==> config.mk <==
export PLATFORM = sky130hd
export DESIGN_NAME = pdma_channel
export DESIGN_NICKNAME = d
export VERILOG_FILES = /design/src/rtl/pdma_channel.sv
export SDC_FILE = /design/constraint.sdc
export NUM_CORES = 1
export LEC_CHECK = 0
export BUFFER_PORTS_ARGS = -buffer_cell sky130_fd_sc_hd__buf_2
export CAP_MARGIN = 10
export CORE_ASPECT_RATIO = 1.75
export CORE_MARGIN = 5
export CORE_UTILIZATION = 54
export CTS_BUF_LIST = sky130_fd_sc_hd__clkbuf_16
export DETAILED_ROUTE_END_ITERATION = 10
export GPL_TIMING_DRIVEN = 1
export PLACE_DENSITY_LB_ADDON = 0.1
export SKIP_LAST_GASP = 1
export SYNTH_ARGS = -nofsm -noshare
export SYNTH_HDL_FRONTEND = slang
export SYNTH_SLANG_ARGS = --single-unit
==> constraint.sdc <==
create_clock -name clk -period 3.2 [get_ports clk]
set_input_delay 0 -clock clk [delete_from_list [all_inputs] [get_ports clk]]
set_output_delay 0 -clock clk [all_outputs]
set_load 0.1 [all_outputs]
==> src/rtl/pdma_channel.sv <==
module pdma_channel #(
  parameter int CNT_W = 14,
  parameter int SEL_W = 5
) (
  input  logic                    clk,
  input  logic                    rst_n,
  input  logic                    reg_wr,
  input  logic [2:0]              reg_addr,
  input  logic [31:0]             reg_wdata,
  output logic [31:0]             reg_rdata,
  input  logic [(1<<SEL_W)-1:0]   dreq,
  output logic                    per_valid,
  output logic                    per_we,
  output logic [31:0]             per_addr,
  output logic [31:0]             per_wdata,
  input  logic [31:0]             per_rdata,
  input  logic                    per_ready,
  output logic                    mem_valid,
  output logic                    mem_we,
  output logic [31:0]             mem_addr,
  output logic [31:0]             mem_wdata,
  input  logic [31:0]             mem_rdata,
  input  logic                    mem_ready,
  output logic                    irq
);
  localparam int WA = 30;

  typedef enum logic [1:0] {S_IDLE, S_ARB, S_RD, S_WR} st_t;
  st_t state;

  logic             gen_en;
  logic             c_en, c_ie, c_hold, c_dir, c_once, c_flow;
  logic [SEL_W-1:0] c_sel;
  logic [CNT_W-1:0] c_cnt;
  logic             m_ie, m_dbl;
  logic [2:0]       m_burst, m_wrap, p_wrap;
  logic [WA-1:0]    mptr_q, pptr_q, m_cur, p_cur;
  logic [CNT_W-1:0] cnt;
  logic [2:0]       bcnt;
  logic             pend, phase;
  logic [31:0]      dbuf;

  logic busy, go, halted, last, rd_fire, wr_fire, eoc, src_rdy, snk_rdy;
  logic [WA-1:0] p_mask, m_mask, p_nxt, m_nxt;
  logic [2:0] blen;
  logic [13:0] cnt14, ccnt14;
  logic unused_bits;

  function automatic logic [WA-1:0] step(input logic [WA-1:0] a, input logic [WA-1:0] msk);
    step = (a & ~msk) | ((a + 1'b1) & msk);
  endfunction

  assign busy    = (state != S_IDLE);
  assign go      = gen_en & ~c_hold;
  assign halted  = busy & ~go;
  assign last    = (cnt == '0);
  assign src_rdy = c_dir ? mem_ready : per_ready;
  assign snk_rdy = c_dir ? per_ready : mem_ready;
  assign rd_fire = go && state == S_RD && src_rdy;
  assign wr_fire = go && state == S_WR && snk_rdy;
  assign eoc     = wr_fire & last;

  assign p_mask = (p_wrap == 3'd0) ? '1 : ((WA'(1) << (p_wrap - 3'd1)) - WA'(1));
  assign m_mask = (m_wrap == 3'd0) ? '1 : ((WA'(1) << ({1'b0, m_wrap} + 4'd4)) - WA'(1));
  assign p_nxt  = step(p_cur, p_mask);
  assign m_nxt  = step(m_cur, m_mask);

  always_comb begin
    case (m_burst)
      3'd5:    blen = 3'd3;
      3'd6:    blen = 3'd7;
      default: blen = 3'd0;
    endcase
  end

  assign per_valid = go && ((state == S_RD && !c_dir) || (state == S_WR && c_dir));
  assign mem_valid = go && ((state == S_RD && c_dir) || (state == S_WR && !c_dir));
  assign per_we    = (state == S_WR);
  assign mem_we    = (state == S_WR);
  assign per_addr  = {p_cur, 2'b00};
  assign mem_addr  = {m_cur, 2'b00};
  assign per_wdata = dbuf;
  assign mem_wdata = dbuf;
  assign irq       = pend & c_ie & m_ie;

  assign cnt14  = 14'(cnt);
  assign ccnt14 = 14'(c_cnt);
  assign unused_bits = ^reg_wdata;

  always_comb begin
    case (reg_addr)
      3'd0:    reg_rdata = {gen_en, 31'b0};
      3'd1:    reg_rdata = {c_en, c_ie, c_hold, c_dir, c_once, 5'b0, c_flow, 5'(c_sel), ccnt14, 2'b00};
      3'd2:    reg_rdata = {busy, pend, halted, phase, 12'b0, cnt14, 2'b00};
      3'd3:    reg_rdata = {mptr_q, 2'b00};
      3'd4:    reg_rdata = {m_ie, 4'b0, m_burst, 4'b0, m_dbl, m_wrap, 16'b0};
      3'd5:    reg_rdata = {pptr_q, 2'b00};
      3'd6:    reg_rdata = {13'b0, p_wrap, 16'b0};
      default: reg_rdata = '0;
    endcase
  end

  always_ff @(posedge clk or negedge rst_n) begin
    if (!rst_n) begin
      state   <= S_IDLE;
      gen_en  <= 1'b0;
      c_en    <= 1'b0; c_ie <= 1'b0; c_hold <= 1'b0; c_dir <= 1'b0;
      c_once  <= 1'b0; c_flow <= 1'b0; c_sel <= '0; c_cnt <= '0;
      m_ie    <= 1'b0; m_dbl <= 1'b0; m_burst <= '0; m_wrap <= '0; p_wrap <= '0;
      mptr_q  <= '0; pptr_q <= '0; m_cur <= '0; p_cur <= '0;
      cnt     <= '0; bcnt <= '0; pend <= 1'b0; phase <= 1'b0; dbuf <= '0;
    end else begin
      if (reg_wr && reg_addr == 3'd2 && reg_wdata[30]) pend <= 1'b0;

      case (state)
        S_ARB: if (go && (!c_flow || dreq[c_sel])) begin
          state <= S_RD;
          bcnt  <= blen;
        end
        S_RD: if (rd_fire) begin
          dbuf  <= c_dir ? mem_rdata : per_rdata;
          state <= S_WR;
        end
        S_WR: if (wr_fire) begin
          if (last) begin
            pend <= 1'b1;
            if (c_once) begin
              state <= S_IDLE;
              c_en  <= 1'b0;
              p_cur <= p_nxt;
              m_cur <= m_nxt;
            end else if (m_dbl && !phase) begin
              phase <= 1'b1;
              cnt   <= c_cnt;
              p_cur <= p_nxt;
              m_cur <= m_nxt;
              state <= S_ARB;
            end else begin
              phase <= 1'b0;
              cnt   <= c_cnt;
              p_cur <= pptr_q;
              m_cur <= mptr_q;
              state <= S_ARB;
            end
          end else begin
            cnt   <= cnt - 1'b1;
            p_cur <= p_nxt;
            m_cur <= m_nxt;
            bcnt  <= bcnt - 1'b1;
            state <= (bcnt == 3'd0) ? S_ARB : S_RD;
          end
        end
        default: ;
      endcase

      if (reg_wr) begin
        case (reg_addr)
          3'd0: gen_en <= reg_wdata[31];
          3'd1: begin
            c_en   <= reg_wdata[31];
            c_ie   <= reg_wdata[30];
            c_hold <= reg_wdata[29];
            c_dir  <= reg_wdata[28];
            c_once <= reg_wdata[27];
            c_flow <= reg_wdata[21];
            c_sel  <= reg_wdata[16 +: SEL_W];
            c_cnt  <= reg_wdata[2 +: CNT_W];
            if (!busy && reg_wdata[31]) begin
              state <= S_ARB;
              cnt   <= reg_wdata[2 +: CNT_W];
              m_cur <= mptr_q;
              p_cur <= pptr_q;
              phase <= 1'b0;
            end else if (busy && !reg_wdata[31]) begin
              state <= S_IDLE;
            end
          end
          3'd3: mptr_q <= reg_wdata[31:2];
          3'd4: begin
            m_ie    <= reg_wdata[31];
            m_burst <= reg_wdata[26:24];
            m_dbl   <= reg_wdata[19];
            m_wrap  <= reg_wdata[18:16];
          end
          3'd5: pptr_q <= reg_wdata[31:2];
          3'd6: p_wrap <= reg_wdata[18:16];
          default: ;
        endcase
      end
    end
  end
endmodule

==> results of run 1 <==
==> cell usage in the layout (no fill, tap or decap), types with 9 or more instances in the layout <==
cell type and n:
nor4_1 17, and3_1 9, nor2b_1 11, clkbuf_16 21, a22oi_1 43, nor2_1 45
nor3_1 31, xnor2_1 21, mux2_2 76, inv_1 29, buf_2 291, a31oi_1 15
ha_1 14, nand2_1 213, buf_4 40, and2_1 11, mux2i_1 66, a211oi_1 9
o21ai_0 92, dlygate4sd3_1 96, a21oi_1 30, or3_1 10, nand3_1 33, o211ai_1 10
xor2_1 16, o22ai_1 17, dfrtp_1 209, nand4_1 17
==> routing by layer <==
layer | part of all wire (%) | vias up
met5 | 0 | -
li1 | - | 5271
met1 | 36 | 5537
met3 | 7.4 | 121
met4 | 4.6 | 0
met2 | 52 | 531
==> sequential cells by signal, summed over array words and instances (netlist names), 2 cells and up <==
| signal | count |
|---|---|
| m_wrap | 3 |
| c_sel | 5 |
| p_wrap | 3 |
| mem_wdata | 32 |
| p_cur | 30 |
| c_cnt | 14 |
| bcnt | 3 |
| m_burst | 3 |
| state | 2 |
| mptr_q | 30 |
| cnt | 14 |
| m_cur | 30 |
| pptr_q | 30 |
==> stage by stage <==
step                      total power, mW  instance area (um2)  hold WS [ns]  cells
after detailed placement             13.4                13700        0.0406   1796
after global placement               13.3                13700        0.0416   1796
after CTS                            16.2                15400        0.0675   1929
final                                16.2                15400        0.0469   1929
after global routing                 16.8                15400         0.103   1929
after floorplan                      11.8                12100        -0.296   1279
==> kinds of logic (layout without fill, tap and decap cells) <==
group | Yosys count | after routing | share of synthesized area (%)
mux | 142 | 142 | 12.6
simple gates | 441 | 441 | 18.0
buf+inv | 141 | 495 | 6.11
fa+ha+maj | 15 | 15 | 1.55
flops | 210 | 210 | 43.6
compound gates | 287 | 287 | 15.5
other cells | 1 | 6 | 0.0311
xor+xnor | 37 | 37 | 2.69
==> power by group through the flow <==
| stage | registers, mW | logic (mW) | clock network [mW] |
|---|---|---|---|
| finish | 4.57 | 8.98 | 2.65 |
| global route | 4.67 | 9.36 | 2.79 |
| CTS | 4.54 | 8.97 | 2.69 |
| detailed placement | 4.58 | 8.81 | 0 |
| global placement | 4.54 | 8.75 | 0 |
| floorplan | 7.66 | 4.16 | 0 |
==> critical path, delay by kind of cell, from the launching register on <==
family | cells | cell delay (ns)
AND/OR/NAND/NOR | 5 | 1.22
adder cells (fa/ha/maj) | 2 | 0.55
AO/OA/AOI/OAI | 2 | 0.55
flip-flops | 1 | 0.37
==> final timing paths <==
check	end	slack (ns)	depth (start not counted)
setup / recovery	p_cur[28]$_DFF_PN0_	0.43	9
hold / removal	mem_wdata[4]$_DFFE_PN0P_	0.05	2
setup reg to reg	p_cur[28]$_DFF_PN0_	0.43	9
hold reg to reg	bcnt[2]$_DFFE_PN0P_	0.49	1
max in group asynchronous	p_cur[11]$_DFF_PN0_	2.28	3
min in group clk	state[0]$_DFF_PN0_	0.08	6
==> area by class of cell <==
type | instances | share of cell area [%]
Multi-Input combinational cell | 928 | 39.8
Sequential cell | 210 | 34.2
Timing Repair Buffer | 432 | 18.3
Clock buffer | 21 | 3.42
Tap cell | 296 | 2.41
Clock inverter | 16 | 1.32
Inverter | 26 | 0.635
==> results.yml, run 1 <==
die:
  rows: 72
  die_h_um: 208
  core_mm2: 0.0221
  initial_core_util_pct: 54.7
  die-area_mm2: 0.0255
  pin_count: 301
  fp.dieW_um: 123
final_layout:
  antenna_cells: 0
  syn2layout_area_growth_pct: 27.5
  drive_gt1_share_pct: 28.8
  nNetsFinal: 1769
  seq_area_mm2: 0.00526
  multi_input_area_mm2: 0.00612
  nFillCells: 1773
  fin_util_pct: 69.7
sta:
  setup_viol: 0
  layout_min_cycle_time_ns: 2.77
  worst_slew_pin_slew_ns: 0.960
  final-max-slew-violation-count: 0
  fin_crit_sh_pct: 86.5
  fin_worst_skew_ns: 0.0221
  hold_viol: 0
  max_clock_freq_ghz: 0.361
  slew_headroom_pct: 36.0
  fin_tns_setup_ns: 0
  setup_slack_ns: 0.432
  rsz0062_at_grt: "false"
synthesis:
  yosysSeqAreaShare_pct: 43.6
  synth_commonest_cells: "nand2_1, dfrtp_1, o21ai_0, mux2_2, mux2i_1"
  synth.distinct_cells: 76
  yosysTopAreaCellShare_pct: 43.6
  synth_top_cells_by_area: "dfrtp_1, mux2_2, nand2_1, mux2i_1, o21ai_0"
  synth_edf_count: 0
  yosysMostFrequentCell: "nand2_1"
  synth_seq_cells: 210
  synthArstFlopShare_pct: 100
  syn_inst: 1274
  yosysTopAreaCell: "dfrtp_1"
  yosysWarnings: 0
  ys.flop_type: "dfrtp_1"
  syn-cell-area_mm2: 0.0121
  syn-mean-instance-area_um2: 9.47
clock_tree:
  cts.clk_slew.worst_paths_ns: 0.07
  cts_resized: 0
  cts_tree: "done"
  cts_setup_buffers: 0
  numCtsBuffers: 21
  clkLatencyLatePin_ns: 0.52
  h-tree-depth: 1
  cts_max_path_buffers: 3
  cts_root_buf: "clkbuf_16"
  ctsHoldBuffers: 96
  cts_num_sinks: 210
placed_design:
  dp_hpwl_mm: 30.0
  place.port_buffers: 292
  gp_congestion: 1.00
  dp_slack_ns: 0.462
power_and_ir_drop:
  intPower_mw: 6.88
  p_clk_share_pct: 16.3
  ir_drop_uv: 882
  power_density_mw_per_mm2: 1050
  swShare_pct: 57.5
  switching_power_mw: 9.32
  leakage_nw: 7.14
  pwr-share-seq_pct: 28.2
  pwr-share-comb_pct: 55.4
global_routing:
  grtUsageMet2_pct: 56.7
  top_usage_layer: "met2"
  use_met1_pct: 35.3
  grt_pass1_wl_mm: 62.7
  antenna_found_initial: 0
  grt_usage_pct: 31.1
  gr-total-overflow: 0
  grt_pass1_vias: 11701
  grt_max_degree: 73
  use_met3_pct: 4.58
routing:
  first_pass_iters: 5
  wl_mm: 40.9
  drc: 0
  drt_iter0_drc: 707
  wl_per_cell_um: 21.2
  ant_nets: 0
  vias_per_cell: 5.94
  num_vias: 11460
worst_setup_path:
  cp-start-kind: "flip-flop"
  startpoint: "p_wrap[1]$_DFFE_PN0P_"
  cp_max_fo: 6
  crit_arrival_ns: 3.19
  required_ns: 3.63
  cp_common_cell: "ha_1"
  crit_type: "flip-flop to flip-flop"
  path_cells: "nor2_1, ha_1, nand3b_1, ha_1, nand2b_1, o31a_1, or4b_4, o211a_1, nor3_1"
  critPathCaptureType: "flip-flop"
  cpPeakStageDelay_ns: 0.59
  worst_path_max_delay_cell: "or4b_4"
  timing.rr.start: "p_wrap[1]$_DFFE_PN0P_"
flow_run:
  cap_violations: 0
hold_path:
  hp-class: "input pin to async pin"
run_status:
  status: "finished clean"
No activity file was read; power rests on OpenSTA's default activity.
==> run 2, diff against run 1 <==
--- a/config.mk
+++ b/config.mk
@@ -14,6 +14,7 @@
 export DETAILED_ROUTE_END_ITERATION = 10
 export GPL_TIMING_DRIVEN = 1
 export PLACE_DENSITY_LB_ADDON = 0.1
+export RECOVER_POWER = 50
 export SKIP_LAST_GASP = 1
 export SYNTH_ARGS = -nofsm -noshare
 export SYNTH_HDL_FRONTEND = slang
==> run 2 against run 1 <==
  * The flow now finishes with violations (max-capacitance violations, max-slew violations)
  * Global-route usage is the same
  * Maximum frequency about the same
  * Total power decreased by 0.49%
  * Combinational power down 1%
  * Sequential share of layout area rose by 0.24 points
  * Clock skew fell by 0.0062 ns
  * Register-to-register slack hardly changed
  * Non-clock buffer count did not move
  * Clock power is essentially flat
  * Critical path depth stayed put
  * Critical path type unchanged
==> results.yml, run 2 (same netlist as run 1, synthesis figures left out) <==
run_status:
  status: "finished, violations left"
  violations: "max-capacitance violations, max-slew violations"
final_layout:
  final_common_cell: "buf_2"
  final_cell_area_mm2: 0.0153
  antenna_cells: 0
  nNetsFinal: 1769
  multi_input_area_mm2: 0.00610
  nFillCells: 1816
  largest_reg_flops: 32
  layout_common_cells: "buf_2, nand2_1, dfrtp_1"
  drive_gt1_share_pct: 25.8
  fin_cells: 1929
  syn2layout_area_growth_pct: 26.6
  seq_area_mm2: 0.00526
placed_design:
  dp_hpwl_mm: 30.0
  place.port_buffers: 292
  place_area_mm2: 0.0137
  dp_cells: 1796
  gp_congestion: 1.00
sta:
  rsz0062_at_grt: "false"
  layout_min_cycle_time_ns: 2.77
  worst_slew_pin_slew_ns: 1.86
  fin_tns_setup_ns: 0
  final-max-slew-violation-count: 73
  fin_crit_sh_pct: 86.5
  max_clock_freq_ghz: 0.361
  setup_viol: 0
  slew_headroom_pct: -24.0
  fin_worst_skew_ns: 0.0158
  hold_viol: 0
clock_tree:
  cts_setup_buffers: 0
  cts.clk_slew.worst_paths_ns: 0.06
  ctsHoldBuffers: 96
  numCtsBuffers: 21
  cts_max_path_buffers: 3
  h-tree-depth: 1
  cts_resized: 0
  clkLatencyLatePin_ns: 0.51
  cts_root_buf: "clkbuf_16"
  cts_tree: "done"
  cts_num_sinks: 210
worst_setup_path:
  r2r_slack_ns: 0.43
  critPathCaptureType: "flip-flop"
  cp_max_fo: 6
  cp-start-kind: "flip-flop"
  timing.rr.start: "p_wrap[1]$_DFFE_PN0P_"
  r2r_end: "p_cur[28]$_DFF_PN0_"
  path_cells: "nor2_1, ha_1, nand3b_1, ha_1, nand2b_1, o31a_1, or4b_4, o211a_1, nor3_1"
  cp_common_cell: "ha_1"
  crit_arrival_ns: 3.19
  required_ns: 3.62
  cpPeakStageDelay_ns: 0.59
  crit_type: "flip-flop to flip-flop"
  worst_path_max_delay_cell: "or4b_4"
  worstRegToRegCells: 9
hold_path:
  hold_end: "state[0]$_DFF_PN0_"
  hp-class: "input pin to flip-flop"
  hold_depth: 6
  hp-start: "dreq[24]"
global_routing:
  grt_pass1_vias: 11701
  antenna_found_initial: 0
  grt_max_degree: 73
  grt_pass1_wl_mm: 62.7
  grt_usage_pct: 31.1
  gr-total-overflow: 0
routing:
  first_pass_iters: 5
  drc: 0
  vias_per_cell: 5.93
  wl_mm: 41.0
  drt_iter0_drc: 651
  wl_per_cell_um: 21.2
  ant_nets: 0
  num_vias: 11444
die:
  die_h_um: 208
  core_mm2: 0.0221
  rows: 72
  die-area_mm2: 0.0255
  pin_count: 301
  initial_core_util_pct: 54.7
  fp.dieW_um: 123
power_and_ir_drop:
  pwr-share-comb_pct: 55.2
  swShare_pct: 57.9
  switching_power_mw: 9.32
  leakage_nw: 6.97
  intPower_mw: 6.79
  p_clk_share_pct: 16.4
  ir_drop_uv: 882
  power_density_mw_per_mm2: 1050
  p_total_mw: 16.1
  pwr-share-seq_pct: 28.4
flow_run:
  cap_violations: 1
==> run 2: changes by cell type in the layout (fill, tap and decap cells not counted), sizes merged <==
cell    change
buf        -50
clkbuf     +50
==> run 2: final cells by class <==
type                    count  area share (%)
flip-flops and latches    210            34.4
repair buffers            432            17.8
multi-input cells         928            40.0
well taps                 296            2.42
clock inverters            16            1.33
clock buffers              21            3.44
inverters                  26           0.639
==> run 2: metrics by stage <==
step | util, % | hold slack [ns] | setup WS, ns
6_report | 69.2 | 0.0840 | 0.432
5_1_grt | 69.2 | 0.146 | 0.241
4_1_cts | 69.7 | 0.0675 | 0.424
3_5_place_dp | 62.0 | 0.0406 | 0.462
3_3_place_gp | 62.0 | 0.0416 | 0.479
2_1_floorplan | - | -0.296 | 0.289
==> run 2: power by group through the flow <==
stage	clock, mW	sequential, mW	combinational (mW)
6_report	2.64	4.58	8.89
5_1_grt	2.79	4.68	9.27
4_1_cts	2.69	4.54	8.97
3_5_place_dp	0	4.58	8.81
3_3_place_gp	0	4.54	8.75
2_1_floorplan	0	7.66	4.16
==> run 2: worst max-delay path: cells and delay by family (launching register included) <==
family / cells / cell delay (ns)
and+or+nand+nor: 5 / 1.21
adders and majority gates: 2 / 0.56
AOI/OAI and AO/OA: 2 / 0.55
DFF: 1 / 0.37
==> run 2: layer usage <==
layer	track usage, %	share of wire, %	up-vias
li1	-	-	5266
met1	35.3	36	5566
met2	56.7	52	503
met3	4.58	7.7	109
met4	13.5	4.4	0
met5	0	0	-
==> run 2: worst max-delay path by stage <==
stage | slack, ns | to | depth (start not counted) | start
floorplan | 0.29 | p_cur[24]$_DFF_PN0_ | 10 | p_wrap[1]$_DFFE_PN0P_
detailed placement | 0.46 | p_cur[24]$_DFF_PN0_ | 9 | p_wrap[1]$_DFFE_PN0P_
CTS | 0.42 | p_cur[24]$_DFF_PN0_ | 9 | p_wrap[1]$_DFFE_PN0P_
global placement | 0.48 | p_cur[24]$_DFF_PN0_ | 9 | p_wrap[1]$_DFFE_PN0P_
finish | 0.43 | p_cur[28]$_DFF_PN0_ | 9 | p_wrap[1]$_DFFE_PN0P_
global route | 0.24 | p_cur[24]$_DFF_PN0_ | 9 | p_wrap[1]$_DFFE_PN0P_
